--- src/rtl/pps_pkg.sv ---
`timescale 1ns/1ps
package pps_pkg;
  typedef logic [7:0] color_t;
  typedef logic [3:0] nib_t;

  // Reset colour of a palette slot: nibble repeated in both halves.
  function automatic color_t reset_entry(input int unsigned i);
    nib_t n;
    n = i[3:0];
    return {n, n};
  endfunction
endpackage

--- src/rtl/pps_tick.sv ---
`timescale 1ns/1ps
module pps_tick #(
  parameter int DIV_CLKS = 10
) (
  input  logic clk,
  input  logic rst_n,
  output logic pe
);
  localparam int CW = $clog2(DIV_CLKS);
  localparam logic [CW-1:0] LAST = CW'(DIV_CLKS - 1);

  logic [CW-1:0] cnt;

  always_ff @(posedge clk) begin
    if (!rst_n)         cnt <= '0;
    else if (cnt == LAST) cnt <= '0;
    else                cnt <= cnt + CW'(1);
  end

  assign pe = (cnt == LAST);

  // enables are isolated, never in adjacent cycles
  a_r1_pe_spacing: assert property (@(posedge clk) disable iff (!rst_n)
    pe |=> !pe);
endmodule

--- src/rtl/pps_palette.sv ---
`timescale 1ns/1ps
module pps_palette
  import pps_pkg::*;
#(
  parameter int ENTRIES = 16
) (
  input  logic   clk,
  input  logic   rst_n,
  input  logic   we,
  input  nib_t   wr_idx,
  input  color_t wr_color,
  input  nib_t   rd_idx,
  output color_t rd_color
);
  color_t slot [ENTRIES];

  always_ff @(posedge clk) begin
    if (!rst_n) begin
      for (int i = 0; i < ENTRIES; i++) slot[i] <= reset_entry(i);
    end else if (we) begin
      slot[wr_idx] <= wr_color;
    end
  end

  // Plain read: a same-edge write lands only after the reader samples.
  assign rd_color = slot[rd_idx];

  // a written entry holds the written colour one cycle later
  a_r8_write_lands: assert property (@(posedge clk) disable iff (!rst_n)
    we |=> slot[$past(wr_idx)] == $past(wr_color));
endmodule

--- src/rtl/pps_fetch.sv ---
`timescale 1ns/1ps
module pps_fetch
  import pps_pkg::*;
#(
  parameter int ADDR_W     = 16,
  parameter int LINE_BYTES = 208,
  parameter int FB_BASE    = 0
) (
  input  logic              clk,
  input  logic              rst_n,
  input  logic              frame_start,
  input  logic              line_start,
  input  logic              adv,        // a pixel was consumed this cycle
  input  logic              more,       // another byte is still needed in the line
  output logic              fb_rd_en,
  output logic [ADDR_W-1:0] fb_rd_addr,
  input  logic [7:0]        fb_rd_data,
  output nib_t              nibble
);
  localparam logic [ADDR_W-1:0] STEP = ADDR_W'(LINE_BYTES);
  localparam logic [ADDR_W-1:0] BASE = ADDR_W'(FB_BASE);

  typedef enum logic {TO_CUR, TO_NXT} tgt_e;

  logic [ADDR_W-1:0] line_base, rd_ptr, start_addr;
  logic [7:0]        cur_byte, nxt_byte;
  logic              hi_half;
  tgt_e              tgt, pend_tgt;
  logic              pend;

  assign start_addr = frame_start ? BASE : line_base;

  always_ff @(posedge clk) begin
    if (!rst_n) begin
      line_base  <= BASE;
      rd_ptr     <= BASE;
      fb_rd_en   <= 1'b0;
      fb_rd_addr <= BASE;
      tgt        <= TO_CUR;
      hi_half    <= 1'b0;
      cur_byte   <= '0;
      nxt_byte   <= '0;
      pend       <= 1'b0;
      pend_tgt   <= TO_CUR;
    end else begin
      if (line_start) begin
        fb_rd_en   <= 1'b1;
        fb_rd_addr <= start_addr;
        rd_ptr     <= start_addr + ADDR_W'(1);
        line_base  <= start_addr + STEP;
        tgt        <= TO_CUR;
        hi_half    <= 1'b0;
      end else begin
        if (frame_start) line_base <= BASE;
        if (adv) begin
          fb_rd_en   <= !hi_half && more;
          fb_rd_addr <= rd_ptr;
          tgt        <= TO_NXT;
          if (!hi_half && more) rd_ptr <= rd_ptr + ADDR_W'(1);
          if (hi_half) cur_byte <= nxt_byte;
          hi_half    <= !hi_half;
        end else begin
          fb_rd_en <= 1'b0;
        end
      end
      // Capture the byte one cycle after the RAM saw the strobe.
      pend     <= fb_rd_en;
      pend_tgt <= tgt;
      if (pend) begin
        if (pend_tgt == TO_CUR) cur_byte <= fb_rd_data;
        else                    nxt_byte <= fb_rd_data;
      end
    end
  end

  assign nibble = hi_half ? cur_byte[7:4] : cur_byte[3:0];

  // reads stay inside the current line's byte span
  a_r7_read_in_line: assert property (@(posedge clk) disable iff (!rst_n)
    fb_rd_en |-> (fb_rd_addr < line_base) && (fb_rd_addr >= line_base - STEP));
  // every read is a single-cycle strobe
  a_r7_single_strobe: assert property (@(posedge clk) disable iff (!rst_n)
    fb_rd_en |=> !fb_rd_en);
endmodule

--- src/rtl/pal_pixel_streamer.sv ---
`timescale 1ns/1ps
module pal_pixel_streamer
  import pps_pkg::*;
#(
  parameter int DIV_CLKS    = 10,
  parameter int LINE_PIXELS = 416,
  parameter int ADDR_W      = 16,
  parameter int FB_BASE     = 0
) (
  input  logic              clk,
  input  logic              rst_n,
  input  logic              frame_start,
  input  logic              line_start,
  input  logic              line_active,
  output logic              fb_rd_en,
  output logic [ADDR_W-1:0] fb_rd_addr,
  input  logic [7:0]        fb_rd_data,
  input  logic              pal_we,
  input  logic [3:0]        pal_idx,
  input  logic [7:0]        pal_color,
  output logic [7:0]        pix_color,
  output logic              pix_valid
);
  localparam int LINE_BYTES = LINE_PIXELS / 2;
  localparam int CNT_W      = $clog2(LINE_PIXELS + 1);

  logic             pe, in_win, take, more;
  logic [CNT_W-1:0] pix_cnt;
  nib_t             nibble;
  color_t           lut_color;

  pps_tick #(.DIV_CLKS(DIV_CLKS)) u_tick (
    .clk(clk), .rst_n(rst_n), .pe(pe)
  );

  pps_palette #(.ENTRIES(16)) u_pal (
    .clk(clk), .rst_n(rst_n), .we(pal_we), .wr_idx(pal_idx),
    .wr_color(pal_color), .rd_idx(nibble), .rd_color(lut_color)
  );

  pps_fetch #(.ADDR_W(ADDR_W), .LINE_BYTES(LINE_BYTES), .FB_BASE(FB_BASE)) u_fetch (
    .clk(clk), .rst_n(rst_n), .frame_start(frame_start), .line_start(line_start),
    .adv(take), .more(more), .fb_rd_en(fb_rd_en), .fb_rd_addr(fb_rd_addr),
    .fb_rd_data(fb_rd_data), .nibble(nibble)
  );

  assign in_win = line_active && (int'(pix_cnt) < LINE_PIXELS);
  assign take   = pe && in_win;
  assign more   = (int'(pix_cnt) + 2) < LINE_PIXELS;

  always_ff @(posedge clk) begin
    if (!rst_n) begin
      pix_cnt   <= '0;
      pix_color <= '0;
      pix_valid <= 1'b0;
    end else begin
      if (pe) begin
        pix_color <= in_win ? lut_color : '0;
        pix_valid <= in_win;
        if (in_win) pix_cnt <= pix_cnt + CNT_W'(1);
      end
      if (line_start) pix_cnt <= '0;
    end
  end

  // an idle output is black
  a_r5_black_when_idle: assert property (@(posedge clk) disable iff (!rst_n)
    !pix_valid |-> pix_color == 8'h00);
  // the output word moves only on a pixel-enable edge
  a_r1_hold_between: assert property (@(posedge clk) disable iff (!rst_n)
    !$past(pe) |-> $stable(pix_color) && $stable(pix_valid));
  // a visible pixel starts only while the line is active
  a_r2_valid_needs_active: assert property (@(posedge clk) disable iff (!rst_n)
    $rose(pix_valid) |-> $past(line_active));
endmodule

--- config.mk ---
export PLATFORM = sky130hd
export DESIGN_NAME = pal_pixel_streamer
export DESIGN_NICKNAME = d
export VERILOG_FILES = /design/src/rtl/pps_pkg.sv /design/src/rtl/pps_tick.sv /design/src/rtl/pps_palette.sv /design/src/rtl/pps_fetch.sv /design/src/rtl/pal_pixel_streamer.sv
export SDC_FILE = /design/constraint.sdc
export NUM_CORES = 1
export LEC_CHECK = 0
export BUFFER_PORTS_ARGS = -buffer_cell sky130_fd_sc_hd__buf_2
export CAP_MARGIN = 40
export CORE_AREA = 2 2 136 138
export DETAILED_ROUTE_END_ITERATION = 8
export DIE_AREA = 0 0 138 140
export PLACE_DENSITY = 0.73
export SLEW_MARGIN = 20
export SYNTH_ARGS = -nofsm -noshare
export SYNTH_HDL_FRONTEND = slang
export SYNTH_HIERARCHICAL = 1
export SYNTH_SLANG_ARGS = --single-unit
--- constraint.sdc ---
create_clock -name clk -period 5.6 [get_ports clk]
set_clock_uncertainty 0.2 [all_clocks]
set_input_delay 1.12 -clock clk [delete_from_list [all_inputs] [get_ports clk]]
set_output_delay 1.12 -clock clk [all_outputs]
set_load 0.02 [all_outputs]
* After elaboration in Yosys (flattened, before gate mapping)
Memories as Yosys holds them, arrays and structs flattened. Index checks and enable logic that the tools add are counted.
Storage, ports and cells: bits in registers 91, latch bits 0, RAM bits 128, ROM bits 0, input bits 26, output and inout bits 26, word-level logic and storage cells 60, memories kept 1
Operators by class: add/subtract/negate cells 6, $mul 0, div/mod/pow operators 0, $lt $le $gt $ge 2, equal/unequal tests 1, shift-type cells 0, muxes and demuxes 23, bitwise logic cells 1, reductions and logical operators 12
Memories:
- u_pal.slot | words 16, bits a word 8, rd ports 1, clocked after Yosys merged registers in 0, write ports 16, line pps_palette.sv:15 | color_t slot [ENTRIES];
Operator list (number):
- $mux W16 | 7
- $mux W8 | 7
- $add A16 B1 Y16 const B | 2
- $add A16 B8 Y16 const B | 1
- $add A9 B2 Y10 const B | 1
- $lt A10 B9 Y1 const B | 1
- $add A9 B1 Y9 const B | 1
- $lt A9 B9 Y1 const B | 1
- $mux W4 | 2
- $reduce_or A8 Y1 | 1
- $mux W1 | 7
- $reduce_and A2 Y1 | 3
- $add A4 B1 Y4 const B | 1
- $eq A4 B4 Y1 const B | 1
- $reduce_bool A2 Y1 | 2
- $reduce_or A2 Y1 | 2
- $logic_and A1 B1 Y1 | 3
- $logic_not A1 Y1 | 1
- $not A1 Y1 | 1

* Longest topological paths before layout
word-level depth 7, mapped depth 13, depth with buffers taken out 11

* Cells and area by module
The synthesis kept the hierarchy.
By module, submodules not included:
- pps_palette | times used 1, cells each 388, area an instance 5975.7 um^2
- pps_fetch | times used 1, cells each 389, area an instance 3293.2 um^2
- pal_pixel_streamer | times used 1, cells each 86, area an instance 797.0 um^2
- pps_tick | times used 1, cells each 20, area an instance 188.9 um^2

* Worst setup path before layout
OpenSTA, ideal clock, no wires.
path type in2reg, start point in line_start, end point reg u_fetch.rd_ptr[14], library setup time 62 ps, arrival time 3239 ps, data required time 5338 ps, setup slack 2099 ps, stages on the path 13, buffers on the path 4, cells stage by stage buf_6 -> buf_2 -> inv_1 -> buf_1 -> nand2_1 -> nand2_1 -> ha_1 -> inv_1 -> a221oi_1 -> nand2b_1 -> clkbuf_1 -> or4_1 -> nand3_1
On the way: cells in the longest elaborated chain, start to end 2, elaborated cells on any way between the ends 4
Ends and longest elaborated chain:
- start: declaration | line pal_pixel_streamer.sv:13 | input logic line_start,
- $reduce_bool A2 Y1 (no line)
- $reduce_and A2 Y1 (no line)
- end signal: assignment | line pps_fetch.sv:49 | rd_ptr <= start_addr + ADDR_W'(1);
- end signal: assignment | line pps_fetch.sv:59 | if (!hi_half && more) rd_ptr <= rd_ptr + ADDR_W'(1);
- end: declaration | line pps_fetch.sv:25 | logic [ADDR_W-1:0] line_base, rd_ptr, start_addr;
Several ways; a longest one is shown, not always the timed one. A chain may end at the register's enable or synchronous reset.

* Worst setup path in the final report
Same ends and word-level chain as after synthesis.

==> impl_metrics.env <==
export IMPL_p_comb_frac=0.070
export IMPL_rsz0062_at_grt="no"
export IMPL_viasPerCell=6.00
export IMPL_drv_cap=0
export IMPL_cts_tree="done"
export IMPL_synth_top_area_cell="edfxtp_1"
export IMPL_grt_ovfl_total=0
export IMPL_core_area_sq_um=17800
export IMPL_synth_area_top_cells="edfxtp_1 37%, dfxtp_1 18%, and2_1 4.2%, mux4_1 3.8%, or3_1 3.8%"
export IMPL_path_clk_slew_ps=60
export IMPL_root_buffer="clkbuf_16"
export IMPL_grt_start_max_net_pins=54
export IMPL_die_x_um=138
export IMPL_status="complete, no violations"
export IMPL_critPathKind="in2reg"
export IMPL_p_clk_frac=0.423
export IMPL_hold_end="u_fetch/nxt_byte[7]"
export IMPL_hold_depth=2
export IMPL_final_core_util=0.643
export IMPL_dieHeight_um=140
export IMPL_yosys_warnings=6
export IMPL_wirelength_um=22700
export IMPL_ys_seq_area_frac=0.552
export IMPL_pwr_share_seq=0.507
export IMPL_synth_edf_count=128
export IMPL_areaGrowthSynthToFinish_pct=11.5
export IMPL_rows=49
export IMPL_numCtsBuffers=24
export IMPL_multi_input_area_sq_um=4250
export IMPL_relSlewSlack=0.410
export IMPL_grt_pass1_wl_um=36600
export IMPL_power_density_nw_per_um2=310
export IMPL_switching_share=0.228
export IMPL_power_switching_mw=0.810
export IMPL_syn_instance_count=883
export IMPL_worstPathCellList="buf_2 > nor2b_1 > nand2_1 > nand2_1 > ha_1 > inv_1 > a221oi_1 > nand2b_1 > or4_1 > nand3_1"
export IMPL_fin_cells=1166
export IMPL_drc_errors=0
export IMPL_ioPinCount=52
export IMPL_portBuffers=51
export IMPL_required_ps=5850
export IMPL_ant_nets=0
export IMPL_p_leak_nw=4.00
export IMPL_dp_hpwl_um=15100
export IMPL_grt_usage=0.234
export IMPL_min_from="u_fetch/nxt_byte[7]"
export IMPL_firstDrtPassIters=5
export IMPL_met3_usage=0.0352
export IMPL_avgSynthCellArea_sq_um=11.6
export IMPL_fillers=1373
export IMPL_worst_pin_slew_ps=885
export IMPL_cp_common_cell="nand2_1"
export IMPL_rrSetupSlack_ps=2620
export IMPL_async_flop_share=0
export IMPL_wl_per_cell_um=19.4
export IMPL_min_period_ps=3590
export IMPL_fmax_ghz=0.278
export IMPL_p_int_mw=2.74
export IMPL_drv_slew=0
export IMPL_peakVddDrop_uv=293
export IMPL_ys_flop_type="edfxtp_1"
export IMPL_seq_area_sq_um=5670
export IMPL_worst_setup_path_end_kind="flop"
export IMPL_antenna_found_initial=0
export IMPL_r2r_start="u_fetch/hi_half"
export IMPL_yosys_top_cells_count="128 x edfxtp_1, 91 x dfxtp_1, 69 x and2_1"
export IMPL_globalRouteMet2Util=0.388
export IMPL_cp_slowest_cell="buf_2"
export IMPL_cp_slowest_stage_delay_ps=590
export IMPL_hold_violations=0
export IMPL_ctsHoldBuffers=0
export IMPL_cts_setup_buffers=0
export IMPL_synth_most_common_cell="edfxtp_1"
export IMPL_cp_max_fo=43
export IMPL_yosys_area_top_type_share=0.375
export IMPL_vias=6996
export IMPL_tns_ps=0
export IMPL_netlist_cell_type_count=64
export IMPL_drive_gt1_frac=0.154
export IMPL_cp_start_kind="input pin"
export IMPL_placedCellCount=1121
export IMPL_start_util=0.577
export IMPL_arrival_ps=3840
export IMPL_syn_area_sq_um=10300
export IMPL_cts_sinks=219
export IMPL_grtUsageMet1=0.326
export IMPL_h_tree_depth=1
export IMPL_setup_violations=0
export IMPL_finalNetCount=949
export IMPL_clk_latency_ps=520
export IMPL_gp_congestion=0.843
export IMPL_clockBufferDepth=3
export IMPL_cp_startpoint="line_start"
export IMPL_drt_iter0_markers=571
export IMPL_grt_pass1_vias=6865
export IMPL_synth_seq_cells=219
export IMPL_syn_num_nets=914
export IMPL_hp_class="reg2reg"
export IMPL_reg2reg_depth=7
export IMPL_finalCritPeriodShare=0.642
export IMPL_ctsResizeCount=0
export IMPL_r2r_end="pix_color[3]"
export IMPL_die_area_sq_um=19300
export IMPL_busiest_layer="met2"
## cells by family (layout without fill, tap and decap cells)
family / Yosys count / in the layout / share of synthesized area
simple gates: 370 / 370 / 0.203
mux: 55 / 55 / 0.0988
flops: 219 / 219 / 0.552
other cells: 0 / 1 / 0
buf+inv: 79 / 132 / 0.0336
compound gates: 141 / 141 / 0.0944
xor+xnor: 14 / 14 / 0.0120
fa+ha+maj: 5 / 5 / 0.00610
## registers in the layout, indices dropped and copies added, names as in the netlist
name,flops
u_pal/slot,128
u_fetch/fb_rd_addr,16
u_fetch/line_base,16
u_fetch/rd_ptr,16
pix_cnt,9
pix_color,8
u_fetch/cur_byte,8
u_fetch/nxt_byte,8
u_tick/cnt,4
pix_valid,1
u_fetch/fb_rd_en,1
u_fetch/hi_half,1
u_fetch/pend,1
u_fetch/pend_tgt,1
u_fetch/tgt,1
## layer usage
layer | share of wire | vias to the layer above | wire (um)
li1 | - | 3375 | -
met3 | 0.048 | 26 | 1090
met5 | 0 | - | 0
met1 | 0.45 | 3418 | 10300
met2 | 0.48 | 177 | 10900
met4 | 0.020 | 0 | 450
## worst max-delay path, delay by kind of cell
kind                     cells  cell delay, ps
adder cells (fa/ha/maj)      1             200
AO/OA/AOI/OAI                1             280
buffers and inverters        2             660
AND/OR/NAND/NOR              6            1560
## worst max-delay path by stage
| stage | endpoint | slack [ps] | cells past startpoint |
|---|---|---|---|
| floorplan | u_fetch/rd_ptr[14] | 2100 | 13 |
| global placement | u_fetch/rd_ptr[14] | 1600 | 10 |
| detailed placement | u_fetch/rd_ptr[14] | 1510 | 10 |
| CTS | u_fetch/rd_ptr[14] | 2040 | 10 |
| global route | u_fetch/rd_ptr[14] | 1700 | 10 |
| finish | u_fetch/rd_ptr[14] | 2010 | 10 |
## final cells by class
class / instances / share of cell area
diodes: 1 / 0.000219
flip-flops and latches: 219 / 0.495
multi-input cells: 585 / 0.371
clock buffers: 36 / 0.0617
repair buffers: 73 / 0.0366
clock inverters: 8 / 0.00492
well taps: 229 / 0.0251
inverters: 15 / 0.00492
## power by group through the flow
stage / sequential [mW] / clock, mW / combinational (mW)
after floorplan: 1.82 / 0 / 0.161
after global placement: 1.83 / 0 / 0.237
after detailed placement: 1.83 / 0 / 0.246
after CTS: 1.80 / 1.52 / 0.248
after global routing: 1.80 / 1.58 / 0.268
final: 1.80 / 1.50 / 0.248
## placed cells by master, fill, tap and decap left out, drive strengths merged, types with 3 or more instances in the layout
cell | netlist | final
inv | 14 | 16
a21oi | 26 | 26
nand3b | 10 | 10
nand2 | 51 | 51
nand3 | 30 | 30
clkinv | 1 | 6
nand2b | 24 | 24
o31ai | 6 | 6
xnor2 | 9 | 9
buf | 17 | 73
o311ai | 6 | 6
mux2 | 5 | 5
or3 | 63 | 63
o21ai | 25 | 25
a31oi | 3 | 3
dfxtp | 91 | 91
or4 | 5 | 5
o21a | 4 | 4
a22oi | 20 | 20
a211oi | 21 | 21
edfxtp | 128 | 128
xor2 | 5 | 5
clkbuf | 47 | 36
a32oi | 10 | 10
nor2b | 20 | 20
nor3 | 9 | 9
ha | 5 | 5
mux4 | 32 | 32
nor2 | 65 | 65
nor3b | 4 | 4
mux2i | 18 | 18
nand4 | 5 | 5
and2 | 69 | 69
nor4 | 3 | 3
nand4b | 5 | 5
## metrics by stage
| step | setup slack, ps | hold slack [ps] | area [sq um] | total power, mW |
|---|---|---|---|---|
| after floorplan | 2100 | 222 | 10300 | 1.99 |
| after global placement | 1600 | 237 | 10600 | 2.07 |
| after detailed placement | 1510 | 241 | 10700 | 2.08 |
| after CTS | 2040 | 254 | 11400 | 3.57 |
| after global routing | 1700 | 271 | 11400 | 3.66 |
| final | 2010 | 254 | 11400 | 3.55 |
(Power assumes the default switching activity.)
